[src/rtl/dcb_pkg.sv]
package dcb_pkg;

    // Per-channel operating mode, derived from strap, enable and hold
    typedef enum logic [1:0] {
        MD_PASS  = 2'd0,   // samples pass untouched, estimate kept
        MD_TRACK = 2'd1,   // estimate learns, offset subtracted
        MD_HOLD  = 2'd2    // estimate frozen, offset still subtracted
    } dcb_mode_e;

endpackage

[src/rtl/dcb_mode_dec.sv]
module dcb_mode_dec
    import dcb_pkg::*;
(
    input  logic      hw_mode_i,
    input  logic      en_i,
    input  logic      frz_i,
    output dcb_mode_e mode_o
);

    logic active;

    always_comb begin
        active = hw_mode_i | en_i;
        if (!active) begin
            mode_o = MD_PASS;
        end else if (frz_i) begin
            mode_o = MD_HOLD;
        end else begin
            mode_o = MD_TRACK;
        end
    end

endmodule

[src/rtl/dcb_leak_step.sv]
module dcb_leak_step #(
    parameter int DW      = 24,
    parameter int FRAC    = 8,
    parameter int K_SHIFT = 10,
    localparam int AW     = DW + FRAC
) (
    input  logic [DW-1:0] x_i,
    input  logic [AW-1:0] acc_i,
    output logic [AW-1:0] acc_o
);

    logic signed [AW:0] x_ext;
    logic signed [AW:0] acc_ext;
    logic signed [AW:0] diff;

    always_comb begin
        x_ext   = $signed({x_i[DW-1], x_i, {FRAC{1'b0}}});
        acc_ext = $signed({acc_i[AW-1], acc_i});
        diff    = x_ext - acc_ext;
        // the result lies between acc and x_ext, so it fits in AW bits
        acc_o   = AW'(acc_ext + (diff >>> K_SHIFT));
    end

endmodule

[src/rtl/dcb_sat_sub.sv]
module dcb_sat_sub #(
    parameter int DW = 24
) (
    input  logic [DW-1:0] x_i,
    input  logic [DW-1:0] ofs_i,
    output logic [DW-1:0] y_o
);

    localparam logic [DW-1:0] POS_LIM = {1'b0, {(DW-1){1'b1}}};
    localparam logic [DW-1:0] NEG_LIM = {1'b1, {(DW-1){1'b0}}};

    logic [DW:0] wide;

    always_comb begin
        wide = {x_i[DW-1], x_i} - {ofs_i[DW-1], ofs_i};
        if (wide[DW] != wide[DW-1]) begin
            y_o = wide[DW] ? NEG_LIM : POS_LIM;
        end else begin
            y_o = wide[DW-1:0];
        end
    end

endmodule

[src/rtl/dcb_pair.sv]
module dcb_pair
    import dcb_pkg::*;
#(
    parameter int NCH     = 2,
    parameter int DW      = 24,
    parameter int FRAC    = 8,
    parameter int K_SHIFT = 10,
    localparam int AW     = DW + FRAC,
    localparam int CW     = (NCH > 1) ? $clog2(NCH) : 1
) (
    input  logic           clk_i,
    input  logic           rst_ni,
    input  logic           hw_mode_i,
    input  logic [NCH-1:0] en_i,
    input  logic [NCH-1:0] frz_i,
    input  logic           s_valid_i,
    input  logic [CW-1:0]  s_chan_i,
    input  logic [DW-1:0]  s_data_i,
    output logic           m_valid_o,
    output logic [CW-1:0]  m_chan_o,
    output logic [DW-1:0]  m_data_o
);

    typedef struct packed {
        logic [NCH-1:0][AW-1:0] acc;
        logic                   vld;
        logic [CW-1:0]          chan;
        logic [DW-1:0]          data;
    } dcb_state_t;

    dcb_state_t st_d, st_q;

    dcb_mode_e mode_w [NCH];
    dcb_mode_e mode_sel;

    logic [AW-1:0]        acc_sel;
    logic [AW-1:0]        acc_nxt;
    logic [DW-1:0]        y_sub;
    logic [NCH*AW-1:0]    acc_vec;

    // one mode decoder per channel
    for (genvar g = 0; g < NCH; g++) begin : g_mode
        dcb_mode_dec u_dec (
            .hw_mode_i (hw_mode_i),
            .en_i      (en_i[g]),
            .frz_i     (frz_i[g]),
            .mode_o    (mode_w[g])
        );
    end

    assign mode_sel = mode_w[s_chan_i];
    assign acc_sel  = st_q.acc[s_chan_i];
    assign acc_vec  = st_q.acc;

    // one arithmetic path, shared by the channels in time
    dcb_leak_step #(
        .DW      (DW),
        .FRAC    (FRAC),
        .K_SHIFT (K_SHIFT)
    ) u_step (
        .x_i   (s_data_i),
        .acc_i (acc_sel),
        .acc_o (acc_nxt)
    );

    dcb_sat_sub #(
        .DW (DW)
    ) u_sub (
        .x_i   (s_data_i),
        .ofs_i (acc_sel[AW-1:FRAC]),
        .y_o   (y_sub)
    );

    always_comb begin
        st_d     = st_q;
        st_d.vld = s_valid_i;
        if (s_valid_i) begin
            st_d.chan = s_chan_i;
            unique case (mode_sel)
                MD_TRACK: begin
                    st_d.data          = y_sub;
                    st_d.acc[s_chan_i] = acc_nxt;
                end
                MD_HOLD: begin
                    st_d.data = y_sub;
                end
                default: begin
                    st_d.data = s_data_i;
                end
            endcase
        end
    end

    always_ff @(posedge clk_i) begin
        if (!rst_ni) begin
            st_q <= '0;
        end else begin
            st_q <= st_d;
        end
    end

    assign m_valid_o = st_q.vld;
    assign m_chan_o  = st_q.chan;
    assign m_data_o  = st_q.data;

endmodule

[config.mk]
export PLATFORM = sky130hd
export DESIGN_NAME = dcb_pair
export DESIGN_NICKNAME = d
export VERILOG_FILES = /design/src/rtl/dcb_pkg.sv /design/src/rtl/dcb_mode_dec.sv /design/src/rtl/dcb_leak_step.sv /design/src/rtl/dcb_sat_sub.sv /design/src/rtl/dcb_pair.sv
export SDC_FILE = /design/constraint.sdc
export NUM_CORES = 1
export LEC_CHECK = 0
export ABC_CLOCK_PERIOD_IN_PS = 6560
export BUFFER_PORTS_ARGS = -buffer_cell sky130_fd_sc_hd__buf_4
export CORE_ASPECT_RATIO = 0.5
export CORE_MARGIN = 2
export CORE_UTILIZATION = 40
export CTS_CLUSTER_DIAMETER = 150
export DETAILED_ROUTE_END_ITERATION = 16
export PLACE_DENSITY_LB_ADDON = 0.3
export REMOVE_ABC_BUFFERS = 1
export SYNTH_ARGS = -nofsm -noshare
export SYNTH_HDL_FRONTEND = slang
export SYNTH_SLANG_ARGS = --single-unit
[constraint.sdc]
create_clock -name clk_i -period 6.56 [get_ports clk_i]
set_clock_uncertainty 0.2 [all_clocks]
set_input_delay 0.656 -clock clk_i [delete_from_list [all_inputs] [get_ports clk_i]]
set_output_delay 0.656 -clock clk_i [all_outputs]
set_load 0.03 [all_outputs]
==> results of run 1 <==
[placed cells by master, fill, tap and decap left out, types with 4 or more instances in the layout]
cell	n
nor3_1	12
nand2_1	168
a21o_1	17
a21oi_1	67
o221ai_1	4
clkbuf_16	9
o31ai_1	4
nor2_1	39
xnor2_1	44
nor4_1	5
and2_1	9
a21boi_2	4
nand4_1	10
o211ai_1	4
o21bai_1	14
or3_1	6
o21ai_1	34
xor2_1	25
o21ai_0	55
a21boi_0	37
dfxtp_1	90
o211a_1	8
mux2i_1	25
inv_1	44
a21boi_1	21
a31oi_1	11
and3_1	8
mux2_2	7
o21a_1	7
nor2b_1	8
a211o_1	6
buf_4	72
nand3_1	26
ha_1	59
[kinds of logic after synthesis]
logic type | count (synthesis) | share of synthesized area, %
adder cells (fa/ha/maj) | 61 | 10.3
multiplexers | 33 | 4.55
AND/OR/NAND/NOR | 312 | 18.7
buffers and inverters | 102 | 5.84
XOR/XNOR | 70 | 8.21
AO/OA/AOI/OAI | 324 | 28.5
flip-flops | 90 | 23.8
[how the worst min path moves through the flow]
stage / startpoint / to / cells past startpoint
floorplan: acc_vec[23] / acc_vec[23] / 2
global placement: m_data_o[10] / m_data_o[10] / 2
CTS: m_data_o[16] / m_data_o[16] / 2
finish: m_data_o[11] / m_data_o[11] / 2
global route: m_data_o[19] / m_data_o[19] / 2
detailed placement: m_data_o[16] / m_data_o[16] / 2
[layout make-up]
class                           count  area [µm²]
Clock buffer                       12         246
Clock inverter                      4        75.1
Fill cell                        1875        9950
Inverter                           45         169
Multi-Input combinational cell    800        5330
Sequential cell                    90        1800
Tap cell                          259         324
Timing Repair Buffer               72         541
[metrics by stage]
step | cell area [µm²] | util, % | worst slack, ns
floorplan | 7290 | - | 1.70
CTS | 8490 | 46.0 | 0.798
global route | 8490 | 46.0 | 0.287
finish | 8490 | 46.0 | 0.728
detailed placement | 8170 | 44.3 | 0.446
global placement | 8170 | 44.3 | 0.413
[registers in the layout, indices dropped and copies added, names as in the netlist]
name	cells
m_chan_o	1
m_valid_o	1
acc_vec	64
m_data_o	24
[critical path, stage by stage]
cell	delay [ns]
buf_4	0.45
mux2i_1	0.30
inv_1	0.10
ha_1	0.30
inv_1	0.04
or2_1	0.24
a21oi_1	0.12
nor2_1	0.08
o21ai_1	0.22
a21oi_1	0.25
o31ai_2	0.44
a21oi_1	0.17
xnor2_1	0.24
ha_1	0.34
a21oi_1	0.25
o21bai_1	0.11
a211o_1	0.31
a311oi_1	0.38
o211ai_1	0.21
a31oi_1	0.24
xor2_1	0.21
nand2_1	0.08
o211a_1	0.14
[layer usage]
layer | wire, µm | part of all wire [%] | track usage, %
met4 | 356 | 1.5 | 6.02
met1 | 11800 | 49 | 34.1
met5 | 0 | 0 | 0
met3 | 1360 | 5.7 | 4.20
met2 | 10400 | 43 | 38.2
[power groups by stage]
stage | Clock [mW] | Sequential, mW | Combinational, mW
after floorplan | 0 | 0.637 | 0.397
after global placement | 0 | 0.605 | 0.632
after detailed placement | 0 | 0.606 | 0.635
after CTS | 0.593 | 0.594 | 0.638
after global routing | 0.613 | 0.597 | 0.704
final | 0.584 | 0.594 | 0.646
==> results.cfg, run 1 <==
[power_and_ir_drop]
power.internal_mw = 1.16
ir_worst_vdd_mv = 0.118
power_leakage_nw = 3.73
p_clk_share_pct = 32.0
pwr-share-comb_pct = 35.4
power_mw = 1.82
p_sw_mw = 0.662
p_seq_share_pct = 32.6
power_density_nw_per_um2 = 215
p_sw_share_pct = 36.3

[clock_tree]
h-tree-depth = 3
post-cts-setup-buffer-count = 0
root_buffer = clkbuf_16
cts_tree = built
cts.sinks = 90
clk_pin_slew_ns = 0.07
cts_resized = 0
clockBufferDepth = 2
clk_latency_ns = 0.35
hold_buffers = 0
numCtsBuffers = 9

[die]
initial_utilization_pct = 41.0
die_w_um = 198
die_area_um2 = 20100
row_count = 35
core-area_um2 = 18400
die_y_um = 101
ios = 59

[timing]
min_period_over_period_pct = 88.9
hold_viol_final = 0
hold_slack_ns = 0.254
rsz0062_at_grt = false
worst_pin_slew_ns = 1.18
setup_viol = 0
relSlewSlack_pct = 21.4
fmax_mhz = 171
final_max_slew_viol_count = 0
fin_crit_ns = 5.83
tns_ns = 0

[synthesis]
synthTopCellsByArea = dfxtp_1 (24%), ha_1 (9.8%), nand2_1 (8.3%)
seq_area_frac_synth_pct = 23.8
synth_area_leader_cell = dfxtp_1
synth_edf_count = 0
syn_area_um2 = 7560
synthTopCellsByCount = nand2_1 (168), dfxtp_1 (90), a21oi_1 (67), ha_1 (59), o21ai_0 (55)
yosys_warnings = 0
synth_area_per_cell_um2 = 7.62
syn_inst = 992
synth.most_common_cell = nand2_1
ys_seq_elements = 90
async_reset_ff_share_pct = 0
synth_flop_cell = dfxtp_1
yosysTopAreaCellShare_pct = 23.8
synth_cell_types = 72

[worst_hold_path]
hold_path.class = register to register

[grt]
grt_max_degree = 76
antenna_found_initial = 0
grt-ovfl-total = 0
grt_pass1_vias = 6760
grt_first_pass_wirelength_mm = 37.2
grt_usage_pct = 24.1

[place]
port_buffers = 58
dp_hpwl_mm = 17.8
dp.cells = 1266
gp_congestion = 0.958

[worst_setup_path]
r2r-end = acc_vec[61]
r2r_start = acc_vec[41]
reg2reg_depth = 18
cp.arrival_ns = 5.88
path_class = input pin to register
startpoint = s_chan_i
end_kind = register
critPathCapture = acc_vec[22]
worstPathRequired_ns = 6.61
crit_fanout = 31
ff2ff_setup_slack_ns = 1.30
start_kind = input pin

[detailed_routing]
num_vias = 7240
ant_nets = 0
dr.pass1.iters = 5
initialDrtViolationCount = 484
viasPerCell = 5.65
wl_mm = 23.9
drc = 0
wl_per_cell_um = 18.6

[final_layout]
final_cell_count_no_fill = 1282
area_growth_pct = 12.3
diodes = 0
num-nets-final = 1112
drive_gt1_share_pct = 11.6

[outcome]
status = completed

[run]
drv_cap = 0
(Power assumes the default switching activity.)
==> run 2: changes to the inputs <==
--- a/config.mk
+++ b/config.mk
@@ -7,7 +7,6 @@
 export LEC_CHECK = 0
 export ABC_CLOCK_PERIOD_IN_PS = 6560
 export BUFFER_PORTS_ARGS = -buffer_cell sky130_fd_sc_hd__buf_4
-export CORE_ASPECT_RATIO = 0.5
 export CORE_MARGIN = 2
 export CORE_UTILIZATION = 40
 export CTS_CLUSTER_DIAMETER = 150
==> run 2 against run 1 <==
  * Non-clock buffer count increased by 9
  * Global-route usage fell by 0.78 points
  * Wire length shrank 3.4%
  * Via count down 0.28%
  * Clock power shrank 1%
  * Utilization down 0.36 points
  * Fmax down 3.0%
  * Hold slack worse by 0.010 ns
  * First-iteration DRC count up 18%
  * Final area increased by 0.34%
  * Count of clock-buffer cells in the layout decreased by 1
  * Combinational power is 0.9% lower
  * Critical endpoint is now acc_vec[61]
  * Largest power group unchanged
==> results.cfg, run 2 (synthesized netlist as in run 1, its figures left out) <==
[final_layout]
multi_input_area_um2 = 5320
utilization_pct = 45.7
layout_commonest_cell = nand2_1
drive_gt1_share_pct = 12.4
area_growth_pct = 12.7
n_fill_cell = 1892
largest_register_ffs = 64
fin_area_um2 = 8520
seqCellArea_um2 = 1800
num-nets-final = 1121
final_cell_mix = nand2_1 (168), dfxtp_1 (90), buf_4 (81)

[grt]
grt-ovfl-total = 0
antenna_found_initial = 0
grt_pass1_vias = 6785
grt_max_degree = 72
grt_usage_pct = 23.3
grt_first_pass_wirelength_mm = 36.7

[worst_hold_path]
min_from = m_data_o[2]
hold_path.class = register to register
hold-path-endpoint = m_data_o[2]
whs_path_depth = 2

[timing]
relSlewSlack_pct = 34.4
tns_ns = 0
rsz0062_at_grt = false
fin_crit_ns = 6.01
min_period_over_period_pct = 91.6
worst_pin_slew_ns = 0.975
fmax_mhz = 166
hold_viol_final = 0
fin_ws_ns = 0.550
final_max_slew_viol_count = 0
setup_viol = 0

[detailed_routing]
drc = 0
dr.pass1.iters = 6
num_vias = 7220
viasPerCell = 5.70
initialDrtViolationCount = 572
ant_nets = 0
wl_per_cell_um = 18.2
wl_mm = 23.0

[worst_setup_path]
r2r_start = acc_vec[44]
crit_fanout = 32
cp_cell_sequence = buf_4 > buf_4 > mux2i_1 > inv_1 > ha_1 > inv_1 > or2_1 > a211oi_2 > or3_1 > a31oi_1 > o21ai_1 > xor2_1 > ha_1 > a21oi_1 > o21ai_1 > o41ai_1 > o211a_1 > o311a_1 > nor2_1 > o41ai_1 > xor2_1 > o21ai_1
path_class = input pin to register
crit_top_cell = o21ai_1
r2r-end = acc_vec[61]
timing.critical_path.buf_inv = 4
start_kind = input pin
reg2reg_depth = 18
worstPathRequired_ns = 6.60
cp.arrival_ns = 6.05
end_kind = register
ff2ff_setup_slack_ns = 1.32
startpoint = s_chan_i
cp_slowest_stage_delay_ns = 0.47
path_delay_family = compound AO/OA/AOI/OAI gates
critPathSlowestCell = a31oi_1

[clock_tree]
post-cts-setup-buffer-count = 0
clk_pin_slew_ns = 0.06
cts_tree = built
clockBufferDepth = 2
numCtsBuffers = 9
clk_latency_ns = 0.36
cts.sinks = 90
root_buffer = clkbuf_16
hold_buffers = 0
h-tree-depth = 3
cts_resized = 0

[die]
die_area_um2 = 20000
initial_utilization_pct = 40.5
core-area_um2 = 18600
ios = 59
row_count = 50
die_w_um = 141
die_y_um = 141

[outcome]
status = completed

[power_and_ir_drop]
p_sw_share_pct = 35.7
power_density_nw_per_um2 = 213
p_clk_share_pct = 31.8
ir_worst_vdd_mv = 0.0924
power_leakage_nw = 3.77
pwr-share-comb_pct = 35.4
p_seq_share_pct = 32.8
power.internal_mw = 1.16
p_sw_mw = 0.647

[place]
port_buffers = 58
dpl_cell_area_um2 = 8200
place_ws_ns = 0.260
dp_hpwl_mm = 17.4
gp_congestion = 1.03

[run]
drv_cap = 0
==> run 2: routing by layer <==
| metal | GRT usage, % | part of all wire [%] | up-vias | wire, µm |
|---|---|---|---|---|
| met5 | 0 | 0 | - | 0 |
| li1 | - | - | 3578 | - |
| met2 | 38.0 | 45 | 250 | 10300 |
| met3 | 3.37 | 5.1 | 32 | 1180 |
| met1 | 32.3 | 48 | 3360 | 11000 |
| met4 | 6.42 | 2.3 | 0 | 520 |
==> run 2: final cells by class <==
| class | count | share of cell area, % |
|---|---|---|
| multi-input combinational | 800 | 62.5 |
| sequential | 90 | 21.2 |
| timing repair buffer | 81 | 7.14 |
| tap | 234 | 3.44 |
| clock buffer | 11 | 2.85 |
| inverter | 45 | 1.98 |
| clock inverter | 4 | 0.896 |
| antenna | 1 | 0.0294 |
==> run 2: per-stage QoR <==
| step | power (mW) | hold WS (ns) | instances |
|---|---|---|---|
| after floorplan | 1.03 | 0.234 | 935 |
| after global placement | 1.23 | 0.237 | 1250 |
| after detailed placement | 1.23 | 0.239 | 1250 |
| after CTS | 1.81 | 0.247 | 1265 |
| after global routing | 1.90 | 0.269 | 1265 |
| final | 1.81 | 0.243 | 1266 |
==> run 2: worst max path at each step <==
stage / cells after the start / slack, ns / endpoint
after global routing: 24 / 0.12 / acc_vec[28]
after floorplan: 18 / 1.70 / acc_vec[28]
final: 22 / 0.55 / acc_vec[61]
after detailed placement: 24 / 0.26 / acc_vec[22]
after global placement: 24 / 0.26 / acc_vec[22]
after CTS: 22 / 0.61 / acc_vec[61]
==> run 2: power groups by stage <==
stage / logic, mW / registers [mW] / clock network (mW)
CTS: 0.632 / 0.594 / 0.585
global placement: 0.629 / 0.606 / 0
global route: 0.698 / 0.597 / 0.606
detailed placement: 0.628 / 0.606 / 0
finish: 0.640 / 0.594 / 0.577
floorplan: 0.397 / 0.637 / 0
==> run 2: worst register-to-register path, cell delays in order, from the launching register on <==
cell,delay [ns]
dfxtp_1,0.31
mux2i_1,0.49
ha_1,0.37
and2_1,0.24
nand2_1,0.12
nand2_1,0.06
a31oi_1,0.42
o21ai_1,0.27
xor2_1,0.28
ha_1,0.34
a21oi_1,0.25
o21ai_1,0.13
o41ai_1,0.27
o211a_1,0.29
o311a_1,0.29
nor2_1,0.09
o41ai_1,0.38
xor2_1,0.23
o21ai_1,0.10
